## config.mk

```make
export PLATFORM = sky130hd
export DESIGN_NAME = usb_token_addr_filter
export DESIGN_NICKNAME = d
export VERILOG_FILES = /design/src/rtl/utaf_pkg.sv /design/src/rtl/utaf_rst_sync.sv /design/src/rtl/utaf_fa_reg.sv /design/src/rtl/utaf_match.sv /design/src/rtl/utaf_out_stage.sv /design/src/rtl/usb_token_addr_filter.sv
export SDC_FILE = /design/constraint.sdc
export NUM_CORES = 1
export LEC_CHECK = 0
export BUFFER_PORTS_ARGS = -buffer_cell sky130_fd_sc_hd__buf_2
export CORE_MARGIN = 1
export CORE_UTILIZATION = 43
export CTS_CLUSTER_SIZE = 24
export DETAILED_ROUTE_END_ITERATION = 10
export GPL_ROUTABILITY_DRIVEN = 0
export PLACE_DENSITY = 0.76
export SETUP_SLACK_MARGIN = 0.2
export SLEW_MARGIN = 20
export SYNTH_ARGS = -nofsm -noshare
export SYNTH_HDL_FRONTEND = slang
export SYNTH_HIERARCHICAL = 1
export SYNTH_SLANG_ARGS = --single-unit
export TNS_END_PERCENT = 100
```

## constraint.sdc

```tcl
create_clock -name clk -period 0.9 [get_ports clk]
set_clock_uncertainty 0.1 [all_clocks]
set_input_delay 0.225 -clock clk [delete_from_list [all_inputs] [get_ports clk]]
set_output_delay 0.225 -clock clk [all_outputs]
set_load 0.01 [all_outputs]
```

## src/rtl/utaf_pkg.sv

```systemverilog
package utaf_pkg;
  localparam int unsigned FA_ADDR_W = 7;
  localparam int unsigned TOK_EP_W  = 4;

  // Which path, if any, claimed the token
  typedef enum logic [1:0] {
    HIT_NONE = 2'd0,
    HIT_FUNC = 2'd1,
    HIT_DFLT = 2'd2
  } hit_t;
endpackage

```

## src/rtl/utaf_rst_sync.sv

```systemverilog
module utaf_rst_sync (
  input  logic clk,
  input  logic rst_n,
  output logic srst_n
);
  logic [1:0] sync_q;

  always_ff @(posedge clk or negedge rst_n) begin
    if (!rst_n) sync_q <= 2'b00;
    else        sync_q <= {sync_q[0], 1'b1};
  end

  assign srst_n = sync_q[1];
endmodule

```

## src/rtl/utaf_fa_reg.sv

```systemverilog
module utaf_fa_reg #(
  parameter int unsigned ADDR_W = 7,
  localparam int unsigned REG_W = ADDR_W + 1
) (
  input  logic              clk,
  input  logic              srst_n,
  input  logic              we,
  input  logic [REG_W-1:0]  wdata,
  output logic [REG_W-1:0]  rdata,
  output logic              fa_en,
  output logic [ADDR_W-1:0] fa_addr
);
  logic [REG_W-1:0] reg_q;
  logic [REG_W-1:0] reg_d;

  // next state: clock enable on write strobe
  always_comb begin
    reg_d = reg_q;
    if (we) reg_d = wdata;
  end

  always_ff @(posedge clk or negedge srst_n) begin
    if (!srst_n) reg_q <= '0;
    else         reg_q <= reg_d;
  end

  assign rdata   = reg_q;
  assign fa_en   = reg_q[REG_W-1];
  assign fa_addr = reg_q[ADDR_W-1:0];
endmodule

```

## src/rtl/utaf_match.sv

```systemverilog
module utaf_match
  import utaf_pkg::*;
#(
  parameter int unsigned ADDR_W    = 7,
  parameter int unsigned EP_W      = 4,
  parameter bit          HAS_DFLT  = 1'b1,
  parameter int unsigned DFLT_ADDR = 0,
  parameter int unsigned DFLT_EP   = 0
) (
  input  logic              tok_valid,
  input  logic [ADDR_W-1:0] tok_addr,
  input  logic [EP_W-1:0]   tok_ep,
  input  logic              fa_en,
  input  logic [ADDR_W-1:0] fa_addr,
  input  logic              dflt_en,
  output hit_t              hit
);
  localparam logic [ADDR_W-1:0] DFLT_A = ADDR_W'(DFLT_ADDR);
  localparam logic [EP_W-1:0]   DFLT_E = EP_W'(DFLT_EP);

  logic func_hit;
  logic dflt_hit;

  assign func_hit = tok_valid && fa_en && (tok_addr == fa_addr);

  generate
    if (HAS_DFLT) begin : g_dflt
      assign dflt_hit = tok_valid && dflt_en &&
                        (tok_addr == DFLT_A) && (tok_ep == DFLT_E);
    end else begin : g_no_dflt
      assign dflt_hit = 1'b0;
    end
  endgenerate

  always_comb begin
    if (func_hit)      hit = HIT_FUNC;
    else if (dflt_hit) hit = HIT_DFLT;
    else               hit = HIT_NONE;
  end
endmodule

```

## src/rtl/utaf_out_stage.sv

```systemverilog
module utaf_out_stage
  import utaf_pkg::*;
#(
  parameter int unsigned EP_W = 4
) (
  input  logic            clk,
  input  logic            srst_n,
  input  hit_t            hit,
  input  logic [EP_W-1:0] tok_ep,
  output logic            acc_valid,
  output logic [EP_W-1:0] acc_ep
);
  logic            acc_d;
  logic [EP_W-1:0] ep_d;

  always_comb begin
    acc_d = (hit != HIT_NONE);
    ep_d  = acc_d ? tok_ep : '0;
  end

  always_ff @(posedge clk or negedge srst_n) begin
    if (!srst_n) begin
      acc_valid <= 1'b0;
      acc_ep    <= '0;
    end else begin
      acc_valid <= acc_d;
      acc_ep    <= ep_d;
    end
  end
endmodule

```

## src/rtl/usb_token_addr_filter.sv

```systemverilog
module usb_token_addr_filter
  import utaf_pkg::*;
#(
  parameter int unsigned ADDR_W = FA_ADDR_W,
  parameter int unsigned EP_W   = TOK_EP_W,
  localparam int unsigned REG_W = ADDR_W + 1
) (
  input  logic              clk,
  input  logic              rst_n,
  input  logic              reg_we,
  input  logic [REG_W-1:0]  reg_wdata,
  output logic [REG_W-1:0]  reg_rdata,
  input  logic              ep0_dflt_en,
  input  logic              tok_valid,
  input  logic [ADDR_W-1:0] tok_addr,
  input  logic [EP_W-1:0]   tok_ep,
  output logic              acc_valid,
  output logic [EP_W-1:0]   acc_ep
);
  logic              srst_n;
  logic              fa_en;
  logic [ADDR_W-1:0] fa_addr;
  hit_t              hit;

  utaf_rst_sync u_rst (
    .clk    (clk),
    .rst_n  (rst_n),
    .srst_n (srst_n)
  );

  utaf_fa_reg #(.ADDR_W(ADDR_W)) u_reg (
    .clk     (clk),
    .srst_n  (srst_n),
    .we      (reg_we),
    .wdata   (reg_wdata),
    .rdata   (reg_rdata),
    .fa_en   (fa_en),
    .fa_addr (fa_addr)
  );

  utaf_match #(
    .ADDR_W    (ADDR_W),
    .EP_W      (EP_W),
    .HAS_DFLT  (1'b1),
    .DFLT_ADDR (0),
    .DFLT_EP   (0)
  ) u_match (
    .tok_valid (tok_valid),
    .tok_addr  (tok_addr),
    .tok_ep    (tok_ep),
    .fa_en     (fa_en),
    .fa_addr   (fa_addr),
    .dflt_en   (ep0_dflt_en),
    .hit       (hit)
  );

  utaf_out_stage #(.EP_W(EP_W)) u_out (
    .clk       (clk),
    .srst_n    (srst_n),
    .hit       (hit),
    .tok_ep    (tok_ep),
    .acc_valid (acc_valid),
    .acc_ep    (acc_ep)
  );

  // written byte visible after the edge
  a_r2_write_readback: assert property (@(posedge clk) disable iff (!srst_n)
    reg_we |=> reg_rdata == $past(reg_wdata));

  // enabled address match accepts with pass-through endpoint
  a_r3_func_accept: assert property (@(posedge clk) disable iff (!srst_n)
    (tok_valid && reg_rdata[REG_W-1] && tok_addr == reg_rdata[ADDR_W-1:0])
    |=> (acc_valid && acc_ep == $past(tok_ep)));

  // enabled but different address, no default path
  a_r4_mismatch_reject: assert property (@(posedge clk) disable iff (!srst_n)
    (tok_valid && reg_rdata[REG_W-1] && tok_addr != reg_rdata[ADDR_W-1:0] && !ep0_dflt_en)
    |=> !acc_valid);

  // disabled and no default path, silent
  a_r5_silent: assert property (@(posedge clk) disable iff (!srst_n)
    (!reg_rdata[REG_W-1] && !ep0_dflt_en) |=> !acc_valid);

  // default address on endpoint 0
  a_r6_default_ep0: assert property (@(posedge clk) disable iff (!srst_n)
    (tok_valid && ep0_dflt_en && tok_addr == '0 && tok_ep == '0)
    |=> (acc_valid && acc_ep == '0));

  // default path never opens a nonzero endpoint
  a_r7_default_ep_only0: assert property (@(posedge clk) disable iff (!srst_n)
    (tok_valid && !reg_rdata[REG_W-1] && tok_ep != '0) |=> !acc_valid);

  // no token, no pulse, endpoint cleared
  a_r9_idle: assert property (@(posedge clk) disable iff (!srst_n)
    !tok_valid |=> (!acc_valid && acc_ep == '0));
endmodule

```

# After elaboration in Yosys (flattened, before gate mapping)
# Index checks and enable logic that the tools add are counted.
[op_classes]
n_eq_ne = 1
mux = 3
n_reduce_logical = 8
[op_table]
columns = ["cell", "n"]
rows = [
  ["7-bit == test", 1],
  ["7-bit zero test", 1],
  ["1-bit logical AND", 5],
  ["4-bit zero test", 1],
  ["2-bit two-way mux", 2],
  ["4-bit two-way mux", 1],
  ["2-bit nonzero test", 1],
]
[word_totals]
register_bits = 15
input_bits = 24
out_inout_bits = 13
wordCells = 16

# Logic depth before layout (Yosys ltp)
[depth]
ltp_word = 7
mapped_depth = 5
ltp_nobuf = 4

# Cells and area by module
# Netlist, hierarchy kept.
[by_module_without_submodules]
columns = ["module", "instances", "cells_per_inst", "area_each_um2", "seq_area_each_um2"]
rows = [
  ["utaf_fa_reg", 1, 25, 391.6, 200.2],
  ["utaf_out_stage", 1, 10, 161.4, 125.1],
  ["utaf_match", 1, 18, 132.6, 0.0],
  ["utaf_rst_sync", 1, 3, 53.8, 50.0],
]

# Least setup slack after synthesis
# OpenSTA, ideal clock, no wires.
[synth_path]
kind = "register to register"
start = "reg u_reg.reg_q[2] (netlist: u_reg/rdata[2])"
end = "reg u_out.acc_valid"
setup_time_ns = 0.124
arrival_time_ns = 1.196
t_required_ns = 0.676
path_slack_ns = -0.520
path_stages_with_launch = 5
n_path_buf = 0
synth_period_minus_slack_ns = 1.420
cell_sequence = "dfrtp_1 -> xnor2_1 -> nand3_1 -> o31a_2 -> or2_1"
[synth_between]
elab_chain_len = 4
[synth_rtl]
columns = ["element", "line_no", "source"]
rows = [
  ["start, declared", "utaf_fa_reg.sv:13", "logic [REG_W-1:0] reg_q;"],
  ["start signal, assigned", "utaf_fa_reg.sv:24", "else reg_q <= reg_d;"],
  ["7-bit == test", "utaf_match.sv:24", "assign func_hit = tok_valid && fa_en && (tok_addr == fa_addr);"],
  ["1-bit logical AND", "utaf_match.sv:24", ""],
  ["2-bit two-way mux", "utaf_match.sv:36", "if (func_hit) hit = HIT_FUNC;"],
  ["named net hit[1]", "usb_token_addr_filter.sv:23", "hit_t hit;"],
  ["2-bit nonzero test", "utaf_out_stage.sv:17", "acc_d = (hit != HIT_NONE);"],
  ["named net u_out.acc_d", "utaf_out_stage.sv:13", "logic acc_d;"],
  ["end signal, assigned", "utaf_out_stage.sv:23", "acc_valid <= 1'b0;"],
  ["end signal, assigned", "utaf_out_stage.sv:26", "acc_valid <= acc_d;"],
  ["end, declared", "utaf_out_stage.sv:10", "output logic acc_valid,"],
]
# The timed path passes the listed nets, and every way through them passes these cells.
# A chain may end at the register's enable or synchronous reset.

# Final worst setup path
[layout_path]
start = "reg u_reg.reg_q[6] (netlist: u_reg/rdata[6])"
end = "reg u_out.acc_valid"
# The elaborated chain is that of the path after synthesis.

==> key figures <==
Place
  • Pre-CTS setup slack: -595.6 ps
  • DP Cell Count: about 110
  • Area after DPL: around 940 um^2
  • Port Buf Inserts: 36
  • Sum of net half-perimeters after detailed placement: between 1000 and 1500 um

Routing
  • WL/cell: approximately 13 um
  • Vias per cell: around 4.8
  • DR iter-0 viols: 15
  • Post-Route WL: 1585 um
  • Residual DRC: 7
  • Via count: about 570
  • Routed Antenna Nets: 0
  • Drt pass-1 iters: 7

GRT
  • GRT overflow: 0
  • GR peak layer: met2
  • Global-route wire length before repair: 2283 um
  • Largest net degree at the start of global routing: 9
  • Initial antenna violation count: 0
  • Routing usage on met2: 0.3061
  • Vias in the first global route: between 500 and 600
  • Total track usage: 0.1693
  • Met3 Use GR: 0.02500
  • Met1 usage: 0.1893

Status
  • Violated checks: DRC, setup timing
  • Status: finished with violations

Clock tree
  • Root Buffer: clkbuf_4
  • # clock sinks: 15
  • Clock latency on the worst-skew pair: around 270 ps
  • Clk slew on worst S/H paths: around 80 ps
  • TritonCTS Buffers: 3
  • CTS max path bufs: 2
  • # H-tree levels: 1
  • CTS tree: yes

Synth
  • Yosys warnings: 6
  • Seq/Total Area, Yosys: 0.5076
  • Synth cell types: 17
  • Mapped cell area: around 740 um^2
  • Synth Register Bits: 15
  • Post-synth net total: 80
  • Synth Area per Inst: around 13 um^2
  • Gate count after technology mapping: 56

Floorplanning
  • Die ar.: approximately 1900 um^2
  • Core area: roughly 1600 um^2
  • Initial Utilization: 0.4743
  • Die X: between 40 and 50 um
  • Ports: 37
  • Row count: 14
  • Chip Height: ~43 um

Critical path
  • CP Capture Type: register
  • Req. time, crit path: approximately 960 ps
  • CP Class: register to register
  • Arrival time at the worst endpoint: between 1500 and 2000 ps
  • Crit Path Max Fanout: 5
  • Worst Setup SP: u_reg/rdata[6]$_DFFE_PN0P_
  • CP startpoint kind: register
  • Reg2Reg Depth: 4
  • RR Startpoint: u_reg/rdata[6]$_DFFE_PN0P_

STA
  • Fmax: 655.8 MHz
  • Final Critical Period: around 1500 ps
  • Final Setup Violations: 24
  • Pins over their slew limit: 0
  • Period Utilization, post-route: 1.694
  • Fin worst setup slack: -624.8 ps
  • Final Hold Fails: 0
  • RSZ-0062 raised after global routing: true

Finish
  • Final instance area: 1067 um^2
  • # fillers: 111
  • ANT cells: 0
  • Layout cells sized above 1: 0.6176
  • P&R area growth vs syn: 44.33%
  • Nets: 127
  • Non-Filler Instances: between 100 and 150

Power
  • Final Power: 0.001530 W
  • Pleak: ~0.56 nW
  • Worst VDD drop: ~0.0010 V
  • Pwr dens: 1434 nW/um^2

Flow run
  • Max cap viols: 0

Hold path
  • HP Class: register to asynchronous set/reset pin
[sequential cells by signal (all words and copies together) (netlist names)]
signal,count
u_out/acc_ep,4
u_out/acc_valid,1
u_reg/rdata,8
u_rst/sync_q,2
[synth_stat cells]
master / instances / area share
dfrtp_1: 15 / 0.51
nand4_1: 1 / 0.0085
and4_1: 1 / 0.012
nand2_1: 1 / 0.0051
buf_4: 9 / 0.091
or2_1: 1 / 0.0085
buf_6: 1 / 0.015
conb_1: 1 / 0.0051
xnor2_1: 7 / 0.083
mux2_4: 8 / 0.16
o31a_2: 1 / 0.014
nor2_1: 1 / 0.0051
nor3_1: 2 / 0.014
nor4bb_1: 1 / 0.014
nand3_1: 1 / 0.0068
nor4_1: 1 / 0.0085
o21a_1: 4 / 0.041
[placed cells by master (no fill, tap or decap)]
cell,count
buf_2,31
dfrtp_1,15
buf_6,12
buf_4,8
mux2_4,8
xnor2_1,7
o21a_1,4
clkbuf_4,3
nor3_1,2
clkbuf_1,1
dlygate4sd3_1,1
nand2_1,1
nand3_1,1
nand4_1,1
nor2_1,1
nor4_1,1
nor4bb_1,1
and4_1,1
o31a_2,1
or2_1,1
conb_1,1
[through the flow]
stage	util	setup TNS, ps	hold WS (ps)
after detailed placement	0.6003	-4178	-86.90
after floorplan	-	-2433	-170.6
after CTS	0.6509	-6975	56.84
after global routing	0.6846	-8655	61.48
final	0.6846	-7913	56.98
after global placement	0.6003	-4009	-88.70
[critical path, stage by stage, from the launching register on]
cell and delay (ps):
dfrtp_1 410, xnor2_1 210, nand2_1 100, o31a_2 390
or2_1 220
[routing by layer]
metal / wire, um / vias up / part of all wire
met2: 880 / 26 / 0.56
met1: 599 / 269 / 0.38
met4: 0 / 0 / 0
met3: 105 / 0 / 0.066
met5: 0 / - / 0
li1: - / 276 / -
[cell type report]
| class | count | area [um^2] | area share |
|---|---|---|---|
| Timing Repair Buffer | 52 | 360.3 | 0.3376 |
| Tap cell | 16 | 20.02 | 0.01876 |
| Clock buffer | 4 | 26.28 | 0.02462 |
| Sequential cell | 15 | 375.4 | 0.3517 |
| Multi-Input combinational cell | 31 | 285.3 | 0.2673 |
[worst paths after layout]
| check | slack [ps] | end |
|---|---|---|
| worst min-delay path | 60 | u_reg/rdata[5]$_DFFE_PN0P_ |
| min in group clk | 70 | u_out/acc_ep[2]$_DFF_PN0_ |
| max in group asynchronous | 450 | u_rst/sync_q[1]$_DFF_PN0_ |
| worst max register to register | -620 | u_out/acc_valid$_DFF_PN0_ |
| worst min register to register | 60 | u_reg/rdata[5]$_DFFE_PN0P_ |
| worst max-delay path | -620 | u_out/acc_valid$_DFF_PN0_ |
[report_power, final]
part / internal, W / switching, W
clock network: 0.000172 / 0.000192
registers: 0.000715 / 0.0000344
logic: 0.000268 / 0.000149
[logic make-up after synthesis]
group | after synthesis | synth area share
mux | 8 | 0.1624
xor+xnor | 7 | 0.08291
compound gates | 5 | 0.05415
flops | 15 | 0.5076
buf+inv | 10 | 0.1066
other cells | 1 | 0.005071
simple gates | 10 | 0.08122
[timing repair]
action,CTS,global route
buffers inserted,0,5
hold buffers,1,0
pin swaps,6,4
setup endpoints to repair,26,26
endpoints found under the hold margin,2,0
resized for setup,8,4
cloned,0,0
Power figures use the tool's default switching activity.
